**src/rtl/gpio_port_pkg.sv**
```systemverilog
package gpio_port_pkg;

    // Register index; the numeric value is the byte offset from the base.
    typedef enum logic [2:0] {
        IDX_LEVEL = 3'd0,
        IDX_DRIVE = 3'd1,
        IDX_DIR   = 3'd2,
        IDX_FLAG  = 3'd3,
        IDX_POL   = 3'd4,
        IDX_IEN   = 3'd5,
        IDX_FSEL  = 3'd6,
        IDX_NONE  = 3'd7
    } gpio_idx_e;

    function automatic gpio_idx_e idx_decode(input logic in_window, input logic [2:0] off);
        if (!in_window) return IDX_NONE;
        return gpio_idx_e'(off);
    endfunction

endpackage

```
**src/rtl/gpio_sync.sv**
```systemverilog
module gpio_sync #(
    parameter int W = 8
) (
    input  logic         clk,
    input  logic         rst_n,
    input  logic [W-1:0] d_async,
    output logic [W-1:0] q_sync
);
    logic [W-1:0] stage1;

    always_ff @(posedge clk or negedge rst_n) begin
        if (!rst_n) begin
            stage1 <= '0;
            q_sync <= '0;
        end else begin
            stage1 <= d_async;
            q_sync <= stage1;
        end
    end
endmodule

```
**src/rtl/gpio_edge_detect.sv**
```systemverilog
module gpio_edge_detect #(
    parameter int W = 8
) (
    input  logic         clk,
    input  logic         rst_n,
    input  logic [W-1:0] level,
    input  logic [W-1:0] fall_sel,
    output logic [W-1:0] edge_hit
);
    logic [W-1:0] level_d;

    always_ff @(posedge clk or negedge rst_n) begin
        if (!rst_n) level_d <= '0;
        else        level_d <= level;
    end

    for (genvar i = 0; i < W; i++) begin : g_lane
        always_comb begin
            if (fall_sel[i]) edge_hit[i] = level_d[i] & ~level[i];
            else             edge_hit[i] = ~level_d[i] & level[i];
        end
    end
endmodule

```
**src/rtl/gpio_regfile.sv**
```systemverilog
module gpio_regfile
    import gpio_port_pkg::*;
#(
    parameter int             W         = 8,
    parameter int             AW        = 8,
    parameter logic [AW-1:0]  BASE_ADDR = 'h40
) (
    input  logic          clk,
    input  logic          rst_n,
    input  logic          bus_sel,
    input  logic          bus_wr,
    input  logic [AW-1:0] bus_addr,
    input  logic [W-1:0]  bus_wdata,
    output logic [W-1:0]  bus_rdata,
    input  logic [W-1:0]  level,
    input  logic [W-1:0]  edge_hit,
    output logic [W-1:0]  drive_q,
    output logic [W-1:0]  dir_q,
    output logic [W-1:0]  flag_q,
    output logic [W-1:0]  pol_q,
    output logic [W-1:0]  ien_q,
    output logic [W-1:0]  fsel_q
);
    localparam int unsigned NREGS = 7;

    logic [AW-1:0] off;
    logic          in_window;
    gpio_idx_e     idx;
    logic          wr_en;

    assign off       = bus_addr - BASE_ADDR;
    assign in_window = (off < AW'(NREGS));
    assign idx       = idx_decode(in_window, off[2:0]);
    assign wr_en     = bus_sel & bus_wr;

    always_ff @(posedge clk or negedge rst_n) begin
        if (!rst_n) begin
            drive_q <= '0;
            dir_q   <= '0;
            pol_q   <= '0;
            ien_q   <= '0;
            fsel_q  <= '0;
        end else if (wr_en) begin
            unique case (idx)
                IDX_DRIVE: drive_q <= bus_wdata;
                IDX_DIR:   dir_q   <= bus_wdata;
                IDX_POL:   pol_q   <= bus_wdata;
                IDX_IEN:   ien_q   <= bus_wdata;
                IDX_FSEL:  fsel_q  <= bus_wdata;
                default:   ;
            endcase
        end
    end

    // Flag register: a software load, then detected edges OR in on top.
    logic [W-1:0] flag_base;
    always_comb begin
        flag_base = flag_q;
        if (wr_en && idx == IDX_FLAG) flag_base = bus_wdata;
    end

    always_ff @(posedge clk or negedge rst_n) begin
        if (!rst_n) flag_q <= '0;
        else        flag_q <= flag_base | edge_hit;
    end

    always_comb begin
        bus_rdata = '0;
        if (bus_sel && !bus_wr) begin
            unique case (idx)
                IDX_LEVEL: bus_rdata = level;
                IDX_DRIVE: bus_rdata = drive_q;
                IDX_DIR:   bus_rdata = dir_q;
                IDX_FLAG:  bus_rdata = flag_q;
                IDX_POL:   bus_rdata = pol_q;
                IDX_IEN:   bus_rdata = ien_q;
                IDX_FSEL:  bus_rdata = fsel_q;
                IDX_NONE:  bus_rdata = '0;
            endcase
        end
    end
endmodule

```
**src/rtl/gpio_edge_port.sv**
```systemverilog
module gpio_edge_port #(
    parameter int             W         = 8,
    parameter int             AW        = 8,
    parameter logic [AW-1:0]  BASE_ADDR = 'h40
) (
    input  logic          clk,
    input  logic          rst_n,
    input  logic          bus_sel,
    input  logic          bus_wr,
    input  logic [AW-1:0] bus_addr,
    input  logic [W-1:0]  bus_wdata,
    output logic [W-1:0]  bus_rdata,
    input  logic [W-1:0]  pad_in,
    output logic [W-1:0]  pad_out,
    output logic [W-1:0]  pad_oe,
    input  logic [W-1:0]  alt_out,
    input  logic [W-1:0]  alt_oe,
    output logic          irq
);
    logic [W-1:0] level;
    logic [W-1:0] edge_hit;
    logic [W-1:0] drive_q, dir_q, flag_q, pol_q, ien_q, fsel_q;

    gpio_sync #(.W(W)) u_sync (
        .clk     (clk),
        .rst_n   (rst_n),
        .d_async (pad_in),
        .q_sync  (level)
    );

    gpio_edge_detect #(.W(W)) u_edge (
        .clk      (clk),
        .rst_n    (rst_n),
        .level    (level),
        .fall_sel (pol_q),
        .edge_hit (edge_hit)
    );

    gpio_regfile #(.W(W), .AW(AW), .BASE_ADDR(BASE_ADDR)) u_regs (
        .clk       (clk),
        .rst_n     (rst_n),
        .bus_sel   (bus_sel),
        .bus_wr    (bus_wr),
        .bus_addr  (bus_addr),
        .bus_wdata (bus_wdata),
        .bus_rdata (bus_rdata),
        .level     (level),
        .edge_hit  (edge_hit),
        .drive_q   (drive_q),
        .dir_q     (dir_q),
        .flag_q    (flag_q),
        .pol_q     (pol_q),
        .ien_q     (ien_q),
        .fsel_q    (fsel_q)
    );

    for (genvar i = 0; i < W; i++) begin : g_pad
        assign pad_out[i] = fsel_q[i] ? alt_out[i] : drive_q[i];
        assign pad_oe[i]  = fsel_q[i] ? alt_oe[i]  : dir_q[i];
    end

    always_ff @(posedge clk or negedge rst_n) begin
        if (!rst_n) irq <= 1'b0;
        else        irq <= |(flag_q & ien_q);
    end
endmodule

```
**config.mk**
```make
export PLATFORM = sky130hd
export DESIGN_NAME = gpio_edge_port
export DESIGN_NICKNAME = d
export VERILOG_FILES = /design/src/rtl/gpio_port_pkg.sv /design/src/rtl/gpio_sync.sv /design/src/rtl/gpio_edge_detect.sv /design/src/rtl/gpio_regfile.sv /design/src/rtl/gpio_edge_port.sv
export SDC_FILE = /design/constraint.sdc
export NUM_CORES = 1
export LEC_CHECK = 0
export ABC_AREA = 0
export CAP_MARGIN = 40
export CORE_MARGIN = 1.5
export CORE_UTILIZATION = 50
export CTS_CLUSTER_DIAMETER = 50
export DETAILED_ROUTE_END_ITERATION = 10
export GPL_TIMING_DRIVEN = 0
export MAX_ROUTING_LAYER = met4
export PLACE_DENSITY = 0.78
export SYNTH_ARGS = -nofsm -noshare
export SYNTH_HDL_FRONTEND = slang
export SYNTH_HIERARCHICAL = 1
export SYNTH_SLANG_ARGS = --single-unit
export TNS_END_PERCENT = 10
```
**constraint.sdc**
```tcl
create_clock -name clk -period 3.2 [get_ports clk]
set_input_delay 0.64 -clock clk [delete_from_list [all_inputs] [get_ports clk]]
set_output_delay 0.64 -clock clk [all_outputs]
set_load 0.05 [all_outputs]
```
==> flow_summary.rst <==
.. list-table::
   :header-rows: 1

   * - Metric
     - Value
   * - Layout cells sized above 1
     - 34.6%
   * - Sequential share of the synthesized area
     - 51.8%
   * - Drt first pass iters
     - 4
   * - Residual antenna-violating net count after detailed routing
     - 0
   * - Post-synthesis mux area share
     - 23.2%
   * - Area inside the core boundary
     - 6790 sq um
   * - Worst-margin pin slew
     - 0.731 ns
   * - Startpoint type of the worst setup path
     - primary input
   * - Number of top-level pins
     - 69
   * - Worst clock skew on the final layout
     - 0.00685 ns
   * - Xor/xnor cell area share of the yosys netlist
     - 0%
   * - Accumulated negative setup slack
     - 0 ns
   * - Worst reg2reg startpoint
     - u_sync/q_sync[4]
   * - Final critical path time including I/O delays and setup
     - 3.17 ns
   * - First-pass GRT wire length
     - 13600 microns
   * - Smallest setup slack after layout
     - 0.0313 ns
   * - Final Wtd Congestion
     - 0.858
   * - Clock root buffer
     - sky130_fd_sc_hd__clkbuf_8
   * - Total number of nets in the final design
     - 392
   * - Setup repair after global routing missed its margin
     - no
   * - Part of the cycle the worst path needs
     - 99.0%
   * - VDD IR-drop max
     - 0.000232 V
   * - Multi-input gate area in the final layout
     - 1720 sq um
   * - Cell area after synthesis
     - 3530 sq um
   * - Arrival time at the worst endpoint
     - 2.53 ns
   * - Post-detailed-route via-to-cell ratio
     - 5.80
   * - Port bufs
     - 68
   * - Number of enable-type register cells in the synthesized netlist
     - 0
   * - Effective utilization at floorplan
     - 51.9%
   * - Synthesis warning total
     - 6
   * - Synth async-reset ratio
     - 100%
   * - Max-slew headroom
     - 51.0%
   * - Sequential cell area
     - 1830 sq um
   * - Number of buffers inserted by hold repair at cts
     - 0
   * - Initial antenna violation count
     - 0
   * - Maximum capacitance violations
     - 0
   * - Result of the run
     - completed
   * - Die width
     - 87.0 microns
   * - Max frequency
     - 316 MHz
   * - Worst skew pair latency
     - 0.34 ns
   * - Overall die height
     - 87.0 microns
   * - Worst slack at placement
     - -1.09 ns
   * - Leakage power figure
     - 0.00200 uW
   * - Standard-cell row count
     - 30
   * - Final hold vios
     - 0
   * - Clock tree from TritonCTS
     - done
   * - Wire length after detailed routing
     - 8430 microns
   * - Endpoint class of the critical path
     - output port
   * - Overall overflow remaining after global route
     - 0
   * - Cell count after synthesis
     - 269
   * - Register bit count reported by yosys
     - 73
   * - Setup slack of the most critical reg-to-reg path
     - 2.24 ns
   * - Setup violations, final
     - 0
   * - Diode insertion count for antenna repair
     - 0
   * - Number of global-route vias before repair
     - 2678
   * - Clock transition time at the flip-flop clock pins of the worst setup and hold paths
     - 0.08 ns
   * - Level count of the clock H-tree
     - 3
   * - Syn Area/Cell
     - 13.1 sq um
   * - Detailed Place HPWL
     - 5740 microns
   * - Cell variety after synth
     - 36
   * - Data required time of the worst path
     - 2.56 ns
   * - Critical path peak fanout
     - 8
   * - Adder and majority gate portion of the synthesized area
     - 0%
   * - Simple logic cell fraction of the synthesized area
     - 11.1%
   * - Wire length per cell
     - 18.8 microns
   * - Number of clock buffers inserted by TritonCTS
     - 9
   * - Clock sink count
     - 73
   * - Number of filler instances in the final layout
     - 492
   * - Crit Path Category
     - primary input to output port
   * - Count of routing violations after the opening detailed-route iteration
     - 153
   * - Final slew viol count
     - 0
   * - Total power draw
     - 2100 uW
   * - Area fraction in compound gates after synthesis
     - 11.9%
   * - Number of nets in the synthesized netlist
     - 313
   * - Crit Reg-Reg Endpoint
     - u_regs/flag_q[4]
   * - Remaining design rule violation count
     - 0
   * - Total die area
     - 7560 sq um
   * - Commonest register cell after synthesis
     - sky130_fd_sc_hd__dfrtp_1
   * - GRT Overall Usage
     - 25.1%
   * - Main combinational cell family by area after synthesis
     - multiplexers
   * - P per Cell Area
     - 446 nW/um^2
   * - HP Class
     - primary input to async pin
   * - Maximum number of pins on one net before global-route repair
     - 45
   * - Bufs on Longest Clock Path
     - 2
   * - Vias after detailed routing
     - 2604
   * - Area added between synthesis and finish
     - 33.7%
   * - R2R cell count
     - 3
==> logic make-up after synthesis <==
family	count (synthesis)
buffers and inverters	15
DFF	73
muxes	66
AOI/OAI and AO/OA	50
and+or+nand+nor	65
==> placed cells by master (no fill, tap or decap), types with 3 or more instances in the layout <==
master / synthesis / routed
sky130_fd_sc_hd__buf_4: 0 / 6
sky130_fd_sc_hd__nand2_1: 20 / 20
sky130_fd_sc_hd__clkdlybuf4s50_1: 0 / 55
sky130_fd_sc_hd__buf_6: 1 / 8
sky130_fd_sc_hd__nand3_1: 6 / 6
sky130_fd_sc_hd__mux2_4: 22 / 22
sky130_fd_sc_hd__a22oi_1: 4 / 4
sky130_fd_sc_hd__nand2b_1: 10 / 9
sky130_fd_sc_hd__mux2_2: 36 / 36
sky130_fd_sc_hd__a211o_1: 8 / 8
sky130_fd_sc_hd__clkbuf_8: 0 / 10
sky130_fd_sc_hd__a21oi_1: 8 / 8
sky130_fd_sc_hd__dfrtp_1: 73 / 73
sky130_fd_sc_hd__o22ai_2: 7 / 7
sky130_fd_sc_hd__o221ai_1: 6 / 6
sky130_fd_sc_hd__nor4_1: 5 / 3
sky130_fd_sc_hd__o221a_4: 0 / 6
sky130_fd_sc_hd__mux2i_1: 6 / 6
sky130_fd_sc_hd__buf_2: 4 / 4
sky130_fd_sc_hd__o21bai_1: 6 / 6
sky130_fd_sc_hd__bufinv_16: 0 / 3
sky130_fd_sc_hd__nor2b_1: 9 / 8
==> per-layer routing <==
metal  share of wire [%]  vias up  track usage (%)  wire, microns
met5                   0        -                -              0
met4                 3.0        0             13.6            249
met3                 5.6       23             3.89            469
met2                  47      102             37.0           3960
met1                  44     1306             33.3           3750
li1                    -     1173                -              -
==> stage by stage <==
stage	hold slack (ns)	util (%)	area [sq um]	cells
after floorplan	0.331	-	3530	269
after global placement	0.332	63.8	4330	433
after detailed placement	0.336	64.4	4380	436
after CTS	0.223	69.3	4710	450
after global routing	0.241	69.4	4710	449
final	0.214	69.4	4710	449
==> Yosys cell counts (4+ instances only) <==
cell type | instances | area [sq um]
sky130_fd_sc_hd__dfrtp_1 | 73 | 1830
sky130_fd_sc_hd__o221a_2 | 6 | 67.6
sky130_fd_sc_hd__o22ai_2 | 7 | 87.6
sky130_fd_sc_hd__o221ai_1 | 6 | 52.6
sky130_fd_sc_hd__nor2b_1 | 9 | 56.3
sky130_fd_sc_hd__nand2b_1 | 10 | 62.6
sky130_fd_sc_hd__clkbuf_1 | 7 | 26.3
sky130_fd_sc_hd__mux2_4 | 22 | 330
sky130_fd_sc_hd__nand3_1 | 6 | 30.0
sky130_fd_sc_hd__buf_2 | 4 | 20.0
sky130_fd_sc_hd__a211o_1 | 8 | 70.1
sky130_fd_sc_hd__mux2_2 | 36 | 405
sky130_fd_sc_hd__mux2i_1 | 6 | 60.1
sky130_fd_sc_hd__a21oi_1 | 8 | 40.0
sky130_fd_sc_hd__a22oi_1 | 4 | 30.0
sky130_fd_sc_hd__nor4_1 | 5 | 31.3
sky130_fd_sc_hd__o21bai_1 | 6 | 45.0
sky130_fd_sc_hd__nand2_1 | 20 | 75.1
==> where the power goes <==
part / switching, uW / internal [uW]
clock network: 334 / 538
logic: 129 / 121
registers: 26.1 / 953
total: 489 / 1610
==> worst max-delay path by stage <==
stage | end | from | depth (start not counted) | slack, ns
2_1_floorplan | bus_rdata[7] | bus_wr | 4 | -0.48
3_3_place_gp | bus_rdata[6] | bus_wr | 6 | -1.49
3_5_place_dp | bus_rdata[0] | bus_addr[1] | 7 | -1.09
4_1_cts | bus_rdata[4] | bus_addr[2] | 5 | 0.003
5_1_grt | bus_rdata[4] | bus_addr[2] | 5 | 0.01
6_report | bus_rdata[4] | bus_addr[2] | 5 | 0.03
==> critical path, stage by stage <==
cell                              delay (ns)
sky130_fd_sc_hd__clkdlybuf4s15_2        0.23
sky130_fd_sc_hd__or4b_4                 0.53
sky130_fd_sc_hd__or4b_4                 0.66
sky130_fd_sc_hd__o221a_4                0.32
sky130_fd_sc_hd__buf_8                  0.15
==> final cells by class <==
type	count	share of cell area, %
timing repair buffer	72	15.5
inverter	1	0.159
clock buffer	11	3.00
clock inverter	5	2.18
multi-input combinational	181	36.5
buffer	10	1.35
tap	96	2.55
sequential	73	38.8
==> repair_timing <==
item / 4_1_cts / 5_1_grt
pin swaps: 3 / 2
setup buffers: 1 / 0
resized for setup: 84 / 4
setup endpoints to repair: 8 / 8
Note: power is estimated with default switching activity, not from simulation.
